$ cat src/rtl/ppg_pkg.sv
package ppg_pkg;

    typedef enum logic [1:0] {
        GEN_WAIT  = 2'd0,
        GEN_PRIME = 2'd1,
        GEN_RUN   = 2'd2
    } gen_state_t;

    // event field: generator k reports on bit EVT_TOP-k
    localparam int EVT_W   = 8;
    localparam int EVT_TOP = 7;
    localparam int N_LOOP  = 2;

endpackage

$ cat src/rtl/ppg_chan.sv
module ppg_chan
    import ppg_pkg::*;
#(
    parameter int CW = 32,
    parameter int PW = 10
) (
    input  logic          clk,
    input  logic          rst_n,
    input  logic          en,
    input  logic          tick,
    input  logic          start_go,
    input  logic          realign_go,
    input  logic [PW-1:0] period,
    input  logic [CW-1:0] interval,
    output logic          pulse
);

    localparam int ZW = CW - PW;

    gen_state_t    state_q;
    gen_state_t    state_d;
    logic [CW-1:0] rem_q;
    logic [CW-1:0] period_ext;

    assign period_ext = {{ZW{1'b0}}, period};

    // next state
    always_comb begin
        state_d = state_q;
        if (!en) begin
            state_d = GEN_WAIT;
        end else begin
            unique case (state_q)
                GEN_WAIT:  if (start_go)   state_d = GEN_PRIME;
                GEN_PRIME: if (!realign_go && tick) state_d = GEN_RUN;
                GEN_RUN:   if (realign_go) state_d = GEN_PRIME;
                default:   state_d = GEN_WAIT;
            endcase
        end
    end

    // state register
    always_ff @(posedge clk or negedge rst_n) begin
        if (!rst_n) state_q <= GEN_WAIT;
        else        state_q <= state_d;
    end

    // outputs and down-counter
    always_ff @(posedge clk or negedge rst_n) begin
        if (!rst_n) begin
            pulse <= 1'b0;
            rem_q <= '0;
        end else begin
            pulse <= 1'b0;
            if (!en) begin
                rem_q <= '0;
            end else begin
                unique case (state_q)
                    GEN_WAIT: rem_q <= '0;
                    GEN_PRIME: begin
                        if (!realign_go && tick) begin
                            pulse <= 1'b1;
                            rem_q <= interval;
                        end
                    end
                    GEN_RUN: begin
                        if (!realign_go && tick) begin
                            if (rem_q <= period_ext) begin
                                pulse <= 1'b1;
                                rem_q <= interval;
                            end else begin
                                rem_q <= rem_q - period_ext;
                            end
                        end
                    end
                    default: rem_q <= '0;
                endcase
            end
        end
    end

endmodule

$ cat src/rtl/ppg_evtmap.sv
module ppg_evtmap
    import ppg_pkg::*;
#(
    parameter int NGEN = 3
) (
    input  logic [NGEN-1:0]  pulse,
    output logic [EVT_W-1:0] evt
);

    for (genvar b = 0; b < EVT_W; b++) begin : g_bit
        if ((b <= EVT_TOP) && (EVT_TOP - b < NGEN)) begin : g_used
            assign evt[b] = pulse[EVT_TOP-b];
        end else begin : g_zero
            assign evt[b] = 1'b0;
        end
    end

endmodule

$ cat src/rtl/ppg_loop.sv
module ppg_loop
    import ppg_pkg::*;
#(
    parameter int NGEN = 3
) (
    input  logic [NGEN-1:0]   pulse,
    input  logic [N_LOOP-1:0] loop_en,
    input  logic [N_LOOP-1:0] ext_trig,
    output logic [N_LOOP-1:0] trig
);

    for (genvar k = 0; k < N_LOOP; k++) begin : g_trig
        if (k < NGEN) begin : g_sel
            assign trig[k] = loop_en[k] ? pulse[k] : ext_trig[k];
        end else begin : g_pass
            assign trig[k] = ext_trig[k];
        end
    end

endmodule

$ cat src/rtl/ppg_top.sv
module ppg_top
    import ppg_pkg::*;
#(
    parameter int NGEN = 3,
    parameter int CW   = 32,
    parameter int PW   = 10
) (
    input  logic               clk,
    input  logic               rst_n,
    input  logic               tick_i,
    input  logic               alarm1_i,
    input  logic [PW-1:0]      period_i,
    input  logic               timer_en_i,
    input  logic               start_on_alarm_i,
    input  logic               realign_dis_i,
    input  logic [1:0]         loop_en_i,
    input  logic [1:0]         ext_trig_i,
    input  logic [NGEN*CW-1:0] interval_i,
    output logic [NGEN-1:0]    pulse_o,
    output logic [7:0]         evt_o,
    output logic [1:0]         trig_o
);

    logic start_go;
    logic realign_go;

    assign start_go   = alarm1_i | ~start_on_alarm_i;
    assign realign_go = alarm1_i & ~realign_dis_i;

    for (genvar k = 0; k < NGEN; k++) begin : g_gen
        ppg_chan #(.CW(CW), .PW(PW)) u_chan (
            .clk        (clk),
            .rst_n      (rst_n),
            .en         (timer_en_i),
            .tick       (tick_i),
            .start_go   (start_go),
            .realign_go (realign_go),
            .period     (period_i),
            .interval   (interval_i[k*CW +: CW]),
            .pulse      (pulse_o[k])
        );
    end

    ppg_evtmap #(.NGEN(NGEN)) u_evt (
        .pulse (pulse_o),
        .evt   (evt_o)
    );

    ppg_loop #(.NGEN(NGEN)) u_loop (
        .pulse    (pulse_o),
        .loop_en  (loop_en_i),
        .ext_trig (ext_trig_i),
        .trig     (trig_o)
    );

endmodule

$ cat config.mk
export PLATFORM = sky130hd
export DESIGN_NAME = ppg_top
export DESIGN_NICKNAME = d
export VERILOG_FILES = /design/src/rtl/ppg_pkg.sv /design/src/rtl/ppg_chan.sv /design/src/rtl/ppg_evtmap.sv /design/src/rtl/ppg_loop.sv /design/src/rtl/ppg_top.sv
export SDC_FILE = /design/constraint.sdc
export NUM_CORES = 1
export LEC_CHECK = 0
export BUFFER_PORTS_ARGS = -buffer_cell sky130_fd_sc_hd__clkbuf_2
export CAP_MARGIN = 10
export CORE_MARGIN = 2
export CORE_UTILIZATION = 40
export DETAILED_ROUTE_END_ITERATION = 12
export PLACE_DENSITY = 0.7
export SYNTH_ARGS = -nofsm -noshare
export SYNTH_HDL_FRONTEND = slang
export SYNTH_SLANG_ARGS = --single-unit
$ cat constraint.sdc
create_clock -name clk -period 2.55 [get_ports clk]
set_clock_uncertainty 0.05 [all_clocks]
set_input_delay 0.255 -clock clk [delete_from_list [all_inputs] [get_ports clk]]
set_output_delay 0.255 -clock clk [all_outputs]
set_load 0.02 [all_outputs]
==> metrics.txt, run 1 <==
Filler cells 1479; worst skew pair latency 0.38 ns; top-count cell post-synth dfrtp_1; DR iter-0 viols 714; status finished, violations left; R2R depth 9; Worst Setup Start Kind flop; dominant cell type by area after synthesis dfrtp_1; Final ANT Viol Nets 0; initial antenna violation count 0; DRC Markers 0; fin cells 1417; Hold Path End g_gen[1].u_chan.rem_q[23]; RSZ-0062 raised after global routing true; Clock Sinks 105; EDFF count, synth 0; Boundary Pins 130; share of layout cells above drive strength 1 44.1%; fin nets 1340; # rows 50; Setup-failing EPs final 57; critical path cell sequence or4_4, or4_4, nor3_4, nand3_4, o21ai_4, buf_6, clkbuf_16, nor4_4, a221o_1; Root Driver clkbuf_16; Port Buf Inserts 124; Design Area, Final 0.0115 mm^2; Pleak 0.00555 uW; Placed Area 0.00971 mm^2; DP Cell Count 1363; critical path required time 2.76 ns; WS Path Type flop to flop; crit-path max cell delay 0.55 ns; Layout area overhead 51.4%; wire per inst 19.5 um; die height 142 um; max_cap viols 0; commonest cells in the netlist dfrtp_1 (105), nand2_1 (81), nor2_1 (62), o21ai_1 (58), ha_1 (42); register bit count reported by yosys 105; endpoints failing hold 0; GRT Util Overall 24.5%; Die W 142 um; ys async rst share 100%; Tightest Hold Check Type input port to flop; Starting Density 40.8%; crit-path max FO 4; gr ovfl total 0; PwrDens 784 mW/mm^2; sequential fraction of the synthesis area 34.6%; Synthesis Warnings 0; WHS Path Cells 3; Main synth FF type dfrtp_1; drt first pass iters 7; violated checks negative setup slack; relative slew slack 56.7%; top post-synthesis cells by area dfrtp_1 (35%), ha_1 (6.9%), a221o_1 (4.6%), nand2_1 (4.0%), o21ai_1 (3.8%); routed vias/inst 6.09; core area 0.0186 mm^2; first-pass GRT wire length 39500 um; max frequency 0.370 GHz; Detail Placement HPWL 18400 um; Clock Pin Slew Worst Setup and Hold Paths 0.09 ns; Die Area 0.0201 mm^2; Yosys cell types 74; largest net degree at the start of global routing 47; Mapped Cells 882; setup tns final -3.99 ns; post-route setup slack -0.155 ns; vias in the first global route 7784; worst vdd ir 0.470 mV; final WL 27700 um; Max clock buf depth 2; Final Max Slew Viols 0; global placer's final weighted congestion 0.936; worst slew pin tran 0.649 ns; RR Startpoint g_gen[0].u_chan.rem_q[20]; r2r endpoint g_gen[0].u_chan.rem_q[18]; CTS H-Tree Depth 3; Crit. End Element flop; crit share post-route 106%; Final Critical Period 2.70 ns; HP Start interval_i[55]; share of the synthesized area in the top cell type 34.6%; Mapped Area 0.00760 mm^2; CTS tree built; Ant. Diodes 0; total number of vias 8625; cts bufs inserted 9; crit-path most repeated cell or4_4; CP arrival 2.92 ns; Synth Area per Inst 8.62 um^2; Slowest cell on crit path or4_4; R2R Setup Slk -0.15 ns
==> critical path, delay by kind of cell, from the launching register on <==
family / cells / cell delay, ns
and+or+nand+nor: 5 / 1.35
DFF: 1 / 0.38
AOI/OAI and AO/OA: 2 / 0.46
buffers and inverters: 2 / 0.34
==> kinds of logic after synthesis <==
family / count (synthesis) / share of synthesized area, %
compound gates: 302 / 28.2
buf+inv: 81 / 4.78
flops: 105 / 34.6
other cells: 1 / 0.0494
xor+xnor: 24 / 2.77
mux: 2 / 0.296
fa+ha+maj: 45 / 7.71
simple gates: 322 / 21.6
==> final cells by class <==
cell class	instances	area, um^2	area share [%]
tap	234	293	2.55
timing repair buffer	331	2630	22.9
multi-input combinational	700	5560	48.3
sequential	105	2630	22.8
inverter	31	116	1.01
clock inverter	5	37.5	0.326
clock buffer	11	233	2.02
==> repair_timing <==
action / CTS / global route
hold buffers: 1 / 0
setup endpoints to repair: 58 / 97
hold endpoints to repair: 44 / 0
gates cloned: 4 / 11
resized for setup: 38 / 199
pin swaps: 11 / 99
setup buffers: 5 / 19
==> report_power, final <==
part / total, uW / switching, uW / internal (uW)
combinational: 5580 / 2970 / 2610
clock: 1400 / 728 / 672
sequential: 2030 / 180 / 1850
total: 9010 / 3870 / 5140
==> per-stage QoR <==
stage	power, uW	hold slack (ns)	util, %	setup WS, ns
CTS	7970	0.0202	54.9	-0.0757
floorplan	4560	-0.0906	-	-0.124
global placement	6280	0.263	52.1	-0.185
finish	9010	0.0338	61.7	-0.155
global route	9490	0.0494	61.7	-0.247
detailed placement	6360	0.264	52.1	-0.218
==> layout by cell type, fill, tap and decap left out, types with 23 or more instances in the layout <==
cell type  Yosys  routed
a221o_1       35      35
buf_4         11     152
buf_6          0      31
clkbuf_2       0     123
dfrtp_1      105     105
ha_1          42      34
inv_1         30      25
nand2_1       81      62
nand3_1       31      24
nor2_1        62      50
nor3_1        38      23
o21ai_1       58      48
==> state kept, by name, summed over array words and instances (netlist names) <==
name,flops
g_gen.u_chan.rem_q,96
g_gen.u_chan.state_q,6
g_gen.u_chan.pulse,3
==> per-layer routing <==
layer,vias to the layer above,GRT usage (%),part of all wire [%]
met5,-,0,0
met4,0,7.21,2.4
met3,60,3.98,8.7
met2,441,40.2,48
met1,4156,33.4,41
li1,3968,-,-
==> worst max path at each step <==
stage,startpoint,slack (ns),end
floorplan,g_gen[0].u_chan.rem_q[20],-0.12,g_gen[0].u_chan.rem_q[11]
global placement,period_i[1],-0.19,g_gen[2].u_chan.rem_q[30]
detailed placement,period_i[0],-0.22,g_gen[0].u_chan.rem_q[22]
CTS,g_gen[0].u_chan.rem_q[20],-0.08,g_gen[0].u_chan.rem_q[23]
global route,g_gen[0].u_chan.rem_q[7],-0.25,g_gen[0].u_chan.rem_q[21]
finish,g_gen[0].u_chan.rem_q[20],-0.15,g_gen[0].u_chan.rem_q[18]
Power figures use the tool's default switching activity.
==> run 2, diff against run 1 <==
--- a/config.mk
+++ b/config.mk
@@ -5,12 +5,13 @@
 export SDC_FILE = /design/constraint.sdc
 export NUM_CORES = 1
 export LEC_CHECK = 0
+export ABC_AREA = 1
 export BUFFER_PORTS_ARGS = -buffer_cell sky130_fd_sc_hd__clkbuf_2
 export CAP_MARGIN = 10
 export CORE_MARGIN = 2
-export CORE_UTILIZATION = 40
+export CORE_UTILIZATION = 30
 export DETAILED_ROUTE_END_ITERATION = 12
-export PLACE_DENSITY = 0.7
+export PLACE_DENSITY = 0.55
 export SYNTH_ARGS = -nofsm -noshare
 export SYNTH_HDL_FRONTEND = slang
 export SYNTH_SLANG_ARGS = --single-unit
==> constraint.sdc (replaced) <==
create_clock -name clk -period 2.5 [get_ports clk]
set_clock_uncertainty 0.05 [all_clocks]
set_input_delay 0.25 -clock clk [delete_from_list [all_inputs] [get_ports clk]]
set_output_delay 0.25 -clock clk [all_outputs]
set_load 0.02 [all_outputs]
==> metrics.txt, run 2 <==
vias in the first global route 11400 (+46%); R2R Setup Slk 0.17 ns (+0.33 ns); dominant cell type by area after synthesis nand2_1; Clock Pin Slew Worst Setup and Hold Paths 0.08 ns (about the same); worst skew pair latency 0.38 ns (about the same); crit-path max FO 6 (+2); Setup-failing EPs final 0 (-100%); cts bufs inserted 9 (unchanged); Layout area overhead 15.4%; fin nets 2230 (+66%); Port Buf Inserts 124 (unchanged); initial antenna violation count 0 (unchanged); R2R depth 18 (+9); register bit count reported by yosys 105 (unchanged); Pleak 0.00800 uW (+44%); RSZ-0062 raised after global routing true; fin cells 2541 (+79%); first-pass GRT wire length 60000 um (+52%); most frequent cells in the layout nand2_1 (939), inv_1 (244), nand3_1 (195); gr ovfl total 0 (unchanged); Yosys cell types 39 (-47%); share of the synthesized area in the top cell type 32.0% (-2.6 points); Die W 196 um (+38%); CP top delay family simple AND/OR/NAND/NOR gates; r2r endpoint g_gen[1].u_chan.rem_q[25]; worst vdd ir 0.764 mV (+63%); DR iter-0 viols 702 (-1.7%); commonest cells in the netlist nand2_1 (945), inv_1 (245), nand3_1 (196), nor2_1 (135), dfrtp_1 (105); CP arrival 2.56 ns (-0.36 ns); # rows 70 (+40%); GRT Util Overall 19.8% (-4.7 points); Max clock buf depth 2 (unchanged); WS Path Type flop to flop; drt first pass iters 5 (-2); Detail Placement HPWL 29200 um (+58%); Mapped Cells 1938 (+120%); relative slew slack 62.4% (+5.6 points); Crit. End Element flop; critical path cell sequence inv_1, ha_2, inv_2, fa_2, nand2_2, nand2_2, and2_4, nand2_4, nand3_4, nand2_4, nand2_8, nand2_4, buf_4, nand2_1, nand2_1, nand2_1, nand2_1, nand2_1; Clock Sinks 105 (unchanged); Synthesis Warnings 0 (unchanged); worst setup path end g_gen[1].u_chan.rem_q[25]; critical path required time 2.73 ns (-0.03 ns); Boundary Pins 130 (unchanged); DRC Markers 0 (unchanged); top-count cell post-synth nand2_1; Largest register FFs 96 (unchanged); Tightest Hold Check Type input port to flop; crit-path most repeated cell nand2_1; PwrDens 1440 mW/mm^2 (+84%); Worst Setup Start Kind flop; Filler cells 4049 (+170%); Main synth FF type dfrtp_1; EDFF count, synth 0 (unchanged); DP Cell Count 2522 (+85%); commonest non-fill, non-tap cell in the layout nand2_1; RR Startpoint g_gen[1].u_chan.rem_q[0]; Die Area 0.0385 mm^2 (+91%); routed vias/inst 4.73 (-22%); global placer's final weighted congestion 0.951 (+1.7%); Starting Density 30.3% (-10 points); Slowest cell on crit path dfrtp_1; Largest regs g_gen.u_chan.rem_q (96), g_gen.u_chan.state_q (6), g_gen.u_chan.pulse (3); Critical path origin g_gen[1].u_chan.rem_q[0]; total number of vias 12000 (+39%); setup tns final 0 ns (+3.99 ns); Final ANT Viol Nets 0 (unchanged); Root Driver clkbuf_16; worst slew pin tran 0.565 ns (-0.0843 ns); crit-path max cell delay 0.38 ns (-0.17 ns); Final Max Slew Viols 0 (unchanged); wire per inst 14.6 um (-25%); Synth Area per Inst 5.72 um^2 (-34%); ys async rst share 100% (unchanged); CTS H-Tree Depth 3 (unchanged); largest net degree at the start of global routing 38 (-19%); share of layout cells above drive strength 1 12.3% (-32 points); top post-synthesis cells by area nand2_1 (32%), dfrtp_1 (24%), nand3_1 (8.9%), inv_1 (8.3%), ha_1 (4.7%); sequential fraction of the synthesis area 23.7% (-11 points); endpoints failing hold 0 (unchanged); status complete, no violations; CTS tree built; Ant. Diodes 0 (unchanged); core area 0.0365 mm^2 (+96%); die height 196 um (+38%); crit share post-route 93.1% (-13 points); HP Start timer_en_i; max frequency 0.430 GHz (+16%); max_cap viols 0 (unchanged); WP depth 18 (+9); final WL 37200 um (+34%); Mapped Area 0.0111 mm^2 (+46%); largest register by flop count g_gen.u_chan.rem_q; Final Critical Period 2.33 ns (-0.377 ns); CP Buf/Inv Count 3 (+1)
-- run 2: final cells by class --
class | instances | area [um^2] | area share, %
multi-input cells | 1525 | 7140 | 55.8
flip-flops and latches | 105 | 2630 | 20.5
repair buffers | 179 | 1230 | 9.62
inverters | 248 | 931 | 7.28
well taps | 468 | 586 | 4.58
clock buffers | 9 | 225 | 1.76
clock inverters | 7 | 55.1 | 0.430
-- run 2: layer usage --
metal | track usage [%] | share of wire, % | up-vias | wire, um
li1 | - | - | 6216 | -
met5 | 0 | 0 | - | 0
met4 | 7.27 | 3.3 | 0 | 1230
met2 | 32.2 | 44 | 280 | 16500
met1 | 26.5 | 48 | 5454 | 17700
met3 | 2.99 | 4.6 | 61 | 1710
-- run 2: logic make-up after synthesis --
logic type / Yosys count / synth area share [%]
simple gates: 1384 / 53.0
fa+ha+maj: 45 / 5.28
buf+inv: 312 / 12.5
mux: 2 / 0.203
flops: 105 / 23.7
other cells: 1 / 0.0338
xor+xnor: 32 / 2.53
compound gates: 57 / 2.70
-- run 2: worst register-to-register path: stages (launching register included) --
cell and delay, ns:
dfrtp_1 0.38, inv_1 0.06, ha_2 0.16, inv_2 0.06, fa_2 0.38, nand2_2 0.09
nand2_2 0.07, and2_4 0.16, nand2_4 0.06, nand3_4 0.07, nand2_4 0.11, nand2_8 0.09
nand2_4 0.09, buf_4 0.15, nand2_1 0.05, nand2_1 0.07, nand2_1 0.05, nand2_1 0.05
nand2_1 0.05
-- run 2: worst min path at each step --
stage | to | slack, ns | depth (start not counted)
floorplan | g_gen[0].u_chan.pulse | -0.1 | 0
global placement | g_gen[1].u_chan.rem_q[21] | 0.22 | 1
detailed placement | g_gen[1].u_chan.rem_q[21] | 0.23 | 1
CTS | g_gen[1].u_chan.pulse | 0.04 | 3
global route | g_gen[1].u_chan.pulse | 0.06 | 3
finish | g_gen[1].u_chan.pulse | 0.06 | 3
-- run 2: repair_timing --
action,4_1_cts,5_1_grt
setup buffers,0,2
endpoints found under the hold margin,35,0
gates resized for setup,0,16
hold buffers,1,0
endpoints found under the setup margin,0,68
-- run 2: report_power, final --
group / leakage (uW) / internal (uW) / total (uW) / switching, uW
Clock: 0.000132 / 685 / 1460 / 774
Combinational: 0.00642 / 5410 / 14500 / 9110
Sequential: 0.00145 / 2090 / 2480 / 386
-- run 2: stage by stage --
stage | setup slack, ns | total power [uW] | hold slack, ns | cell area [um^2] | util, %
after floorplan | 0.286 | 13200 | -0.0956 | 11100 | -
after global placement | 0.0660 | 16800 | 0.224 | 12400 | 34.0
after detailed placement | 0.0434 | 16900 | 0.228 | 12400 | 34.0
after CTS | 0.0808 | 18400 | 0.0422 | 12700 | 34.8
after global routing | -0.0452 | 20600 | 0.0614 | 12800 | 35.0
final | 0.172 | 18500 | 0.0649 | 12800 | 35.0
==> run 3, diff against run 2 <==
--- a/config.mk
+++ b/config.mk
@@ -5,13 +5,14 @@
 export SDC_FILE = /design/constraint.sdc
 export NUM_CORES = 1
 export LEC_CHECK = 0
-export ABC_AREA = 1
 export BUFFER_PORTS_ARGS = -buffer_cell sky130_fd_sc_hd__clkbuf_2
 export CAP_MARGIN = 10
 export CORE_MARGIN = 2
 export CORE_UTILIZATION = 30
 export DETAILED_ROUTE_END_ITERATION = 12
-export PLACE_DENSITY = 0.55
+export GPL_ROUTABILITY_DRIVEN = 1
+export HOLD_SLACK_MARGIN = 0.15
+export PLACE_DENSITY = 0.56
 export SYNTH_ARGS = -nofsm -noshare
 export SYNTH_HDL_FRONTEND = slang
 export SYNTH_SLANG_ARGS = --single-unit
==> metrics.txt, run 3 (same netlist as run 1, synthesis figures left out) <==
largest register by flop count g_gen.u_chan.rem_q; total number of vias 8917 (-26%); cts bufs inserted 9 (unchanged); Slowest cell on crit path or4_4; post-route setup slack -0.272 ns (-0.444 ns); worst slew pin tran 0.669 ns (+0.104 ns); worst slack, placed -0.276 ns (-0.319 ns); Final ANT Viol Nets 0 (unchanged); CTS tree built; largest net degree at the start of global routing 46 (+21%); WS Path Type flop to flop; PwrDens 760 mW/mm^2 (-47%); Layout area overhead 72.6%; CP top delay family simple AND/OR/NAND/NOR gates; utilization after layout 52.4% (+17 points); Boundary Pins 130 (unchanged); fin nets 1486 (-33%); Design Area, Final 0.0131 mm^2 (+2.5%); share of layout cells above drive strength 1 44.1% (+32 points); Die W 163 um (-17%); GRT Util Overall 21.2% (+1.4 points); crit share post-route 111% (+18 points); r2r endpoint g_gen[0].u_chan.rem_q[12]; most frequent cells in the layout buf_4 (185), clkbuf_2 (123), dfrtp_1 (105); CTS H-Tree Depth 3 (unchanged); area of the multi-input gates 0.00567 mm^2 (-20%); critical path required time 2.72 ns (about the same); commonest non-fill, non-tap cell in the layout buf_4; Crit. End Element flop; max_cap viols 0 (unchanged); die height 163 um (-17%); DRC Markers 0 (unchanged); violated checks negative setup slack; relative slew slack 55.4% (-6.9 points); max frequency 0.361 GHz (-16%); Final Max Slew Viols 0 (unchanged); gr ovfl total 0 (unchanged); Worst Setup Start Kind flop; drt first pass iters 6 (+1); RR Startpoint g_gen[0].u_chan.rem_q[20]; Tightest Hold Check Type input port to flop; WHS Path Cells 3 (unchanged); Clock Pin Slew Worst Setup and Hold Paths 0.09 ns (about the same); overall power 9970 uW (-46%); R2R depth 10 (-8); DR iter-0 viols 496 (-29%); Hold Path End g_gen[2].u_chan.rem_q[25]; status finished, violations left; Clock Sinks 105 (unchanged); Port Buf Inserts 124 (unchanged); crit-path max cell delay 0.55 ns (+0.17 ns); core area 0.0250 mm^2 (-31%); wire per inst 18.0 um (+23%); routed vias/inst 5.37 (+14%); Die Area 0.0266 mm^2 (-31%); crit-path max FO 8 (+2); critical path cell sequence or4_4, or4_4, nor3_4, nand3_2, o21ai_4, buf_12, clkbuf_16, buf_6, o211ai_1, a22o_1; worst vdd ir 0.552 mV (-28%); vias in the first global route 8549 (-25%); HP Start interval_i[89]; CP arrival 2.99 ns (+0.43 ns); # rows 58 (-17%); Placed Area 0.00996 mm^2 (-20%); Starting Density 30.3% (about the same); Final Critical Period 2.77 ns (+0.444 ns); Pleak 0.00619 uW (-23%); final WL 29900 um (-20%); crit-path most repeated cell or4_4; Filler cells 2240 (-45%); R2R Setup Slk -0.27 ns (-0.44 ns); global placer's final weighted congestion 0.867 (-8.9%); Largest regs g_gen.u_chan.rem_q (96), g_gen.u_chan.state_q (6), g_gen.u_chan.pulse (3); Reg area 0.00263 mm^2 (unchanged); Detail Placement HPWL 19600 um (-33%); RSZ-0062 raised after global routing true; endpoints failing hold 0 (unchanged); worst skew pair latency 0.37 ns (about the same); first-pass GRT wire length 44400 um (-26%); Setup-failing EPs final 78 (+78); initial antenna violation count 1 (+1); Root Driver clkbuf_16; WP depth 10 (-8); CP Buf/Inv Count 3 (unchanged); Max clock buf depth 2 (unchanged); Largest register FFs 96 (unchanged)
==> run 3: area by class of cell <==
| class | instances | share of cell area, % |
|---|---|---|
| clock buffers | 9 | 1.72 |
| flip-flops and latches | 105 | 20.0 |
| inverters | 31 | 0.887 |
| well taps | 330 | 3.15 |
| diodes | 1 | 0.0191 |
| multi-input cells | 700 | 43.3 |
| clock inverters | 6 | 0.410 |
| repair buffers | 477 | 30.5 |
==> run 3: layer usage <==
| layer | up-vias | global-route usage (%) | wire [um] |
|---|---|---|---|
| li1 | 4247 | - | - |
| met1 | 4314 | 27.3 | 12700 |
| met2 | 308 | 35.8 | 14700 |
| met3 | 48 | 4.42 | 1850 |
| met4 | 0 | 6.03 | 609 |
| met5 | - | 0 | 0 |
==> run 3: worst reg2reg max path: cells and delay by family (launching register included) <==
family	cells	cell delay, ns
buffers and inverters	3	0.41
AND/OR/NAND/NOR	4	1.30
flip-flops	1	0.39
AO/OA/AOI/OAI	3	0.50
==> run 3: worst max-delay path by stage <==
stage	slack, ns	endpoint	start
after CTS	-0.16	g_gen[0].u_chan.rem_q[1]	g_gen[0].u_chan.rem_q[20]
final	-0.27	g_gen[0].u_chan.rem_q[12]	g_gen[0].u_chan.rem_q[20]
after detailed placement	-0.28	g_gen[0].u_chan.rem_q[25]	period_i[0]
after global routing	-0.33	g_gen[0].u_chan.rem_q[28]	g_gen[0].u_chan.rem_q[20]
after global placement	-0.24	g_gen[2].u_chan.rem_q[30]	period_i[1]
after floorplan	-0.17	g_gen[0].u_chan.rem_q[11]	g_gen[0].u_chan.rem_q[20]
==> run 3: per-stage QoR <==
| stage | setup TNS [ns] | hold WS (ns) | cells |
|---|---|---|---|
| 2_1_floorplan | -2.40 | -0.0956 | 886 |
| 3_3_place_gp | -11.16 | 0.271 | 1481 |
| 3_5_place_dp | -14.86 | 0.292 | 1481 |
| 4_1_cts | -4.65 | 0.163 | 1636 |
| 5_1_grt | -14.91 | 0.174 | 1659 |
| 6_report | -7.98 | 0.173 | 1659 |
==> run 3: what timing repair did <==
item	CTS	global route
hold buffers	96	0
pin swaps	34	87
setup endpoints to repair	80	96
buffers inserted	37	24
endpoints found under the hold margin	136	0
resized for setup	91	196
gates cloned	8	7
==> run 3: power by group <==
part           leakage [uW]  internal, uW  switching [uW]
clock network      0.000134           690             765
registers           0.00145          1890             196
logic               0.00461          3190            3240
total               0.00619          5770            4200
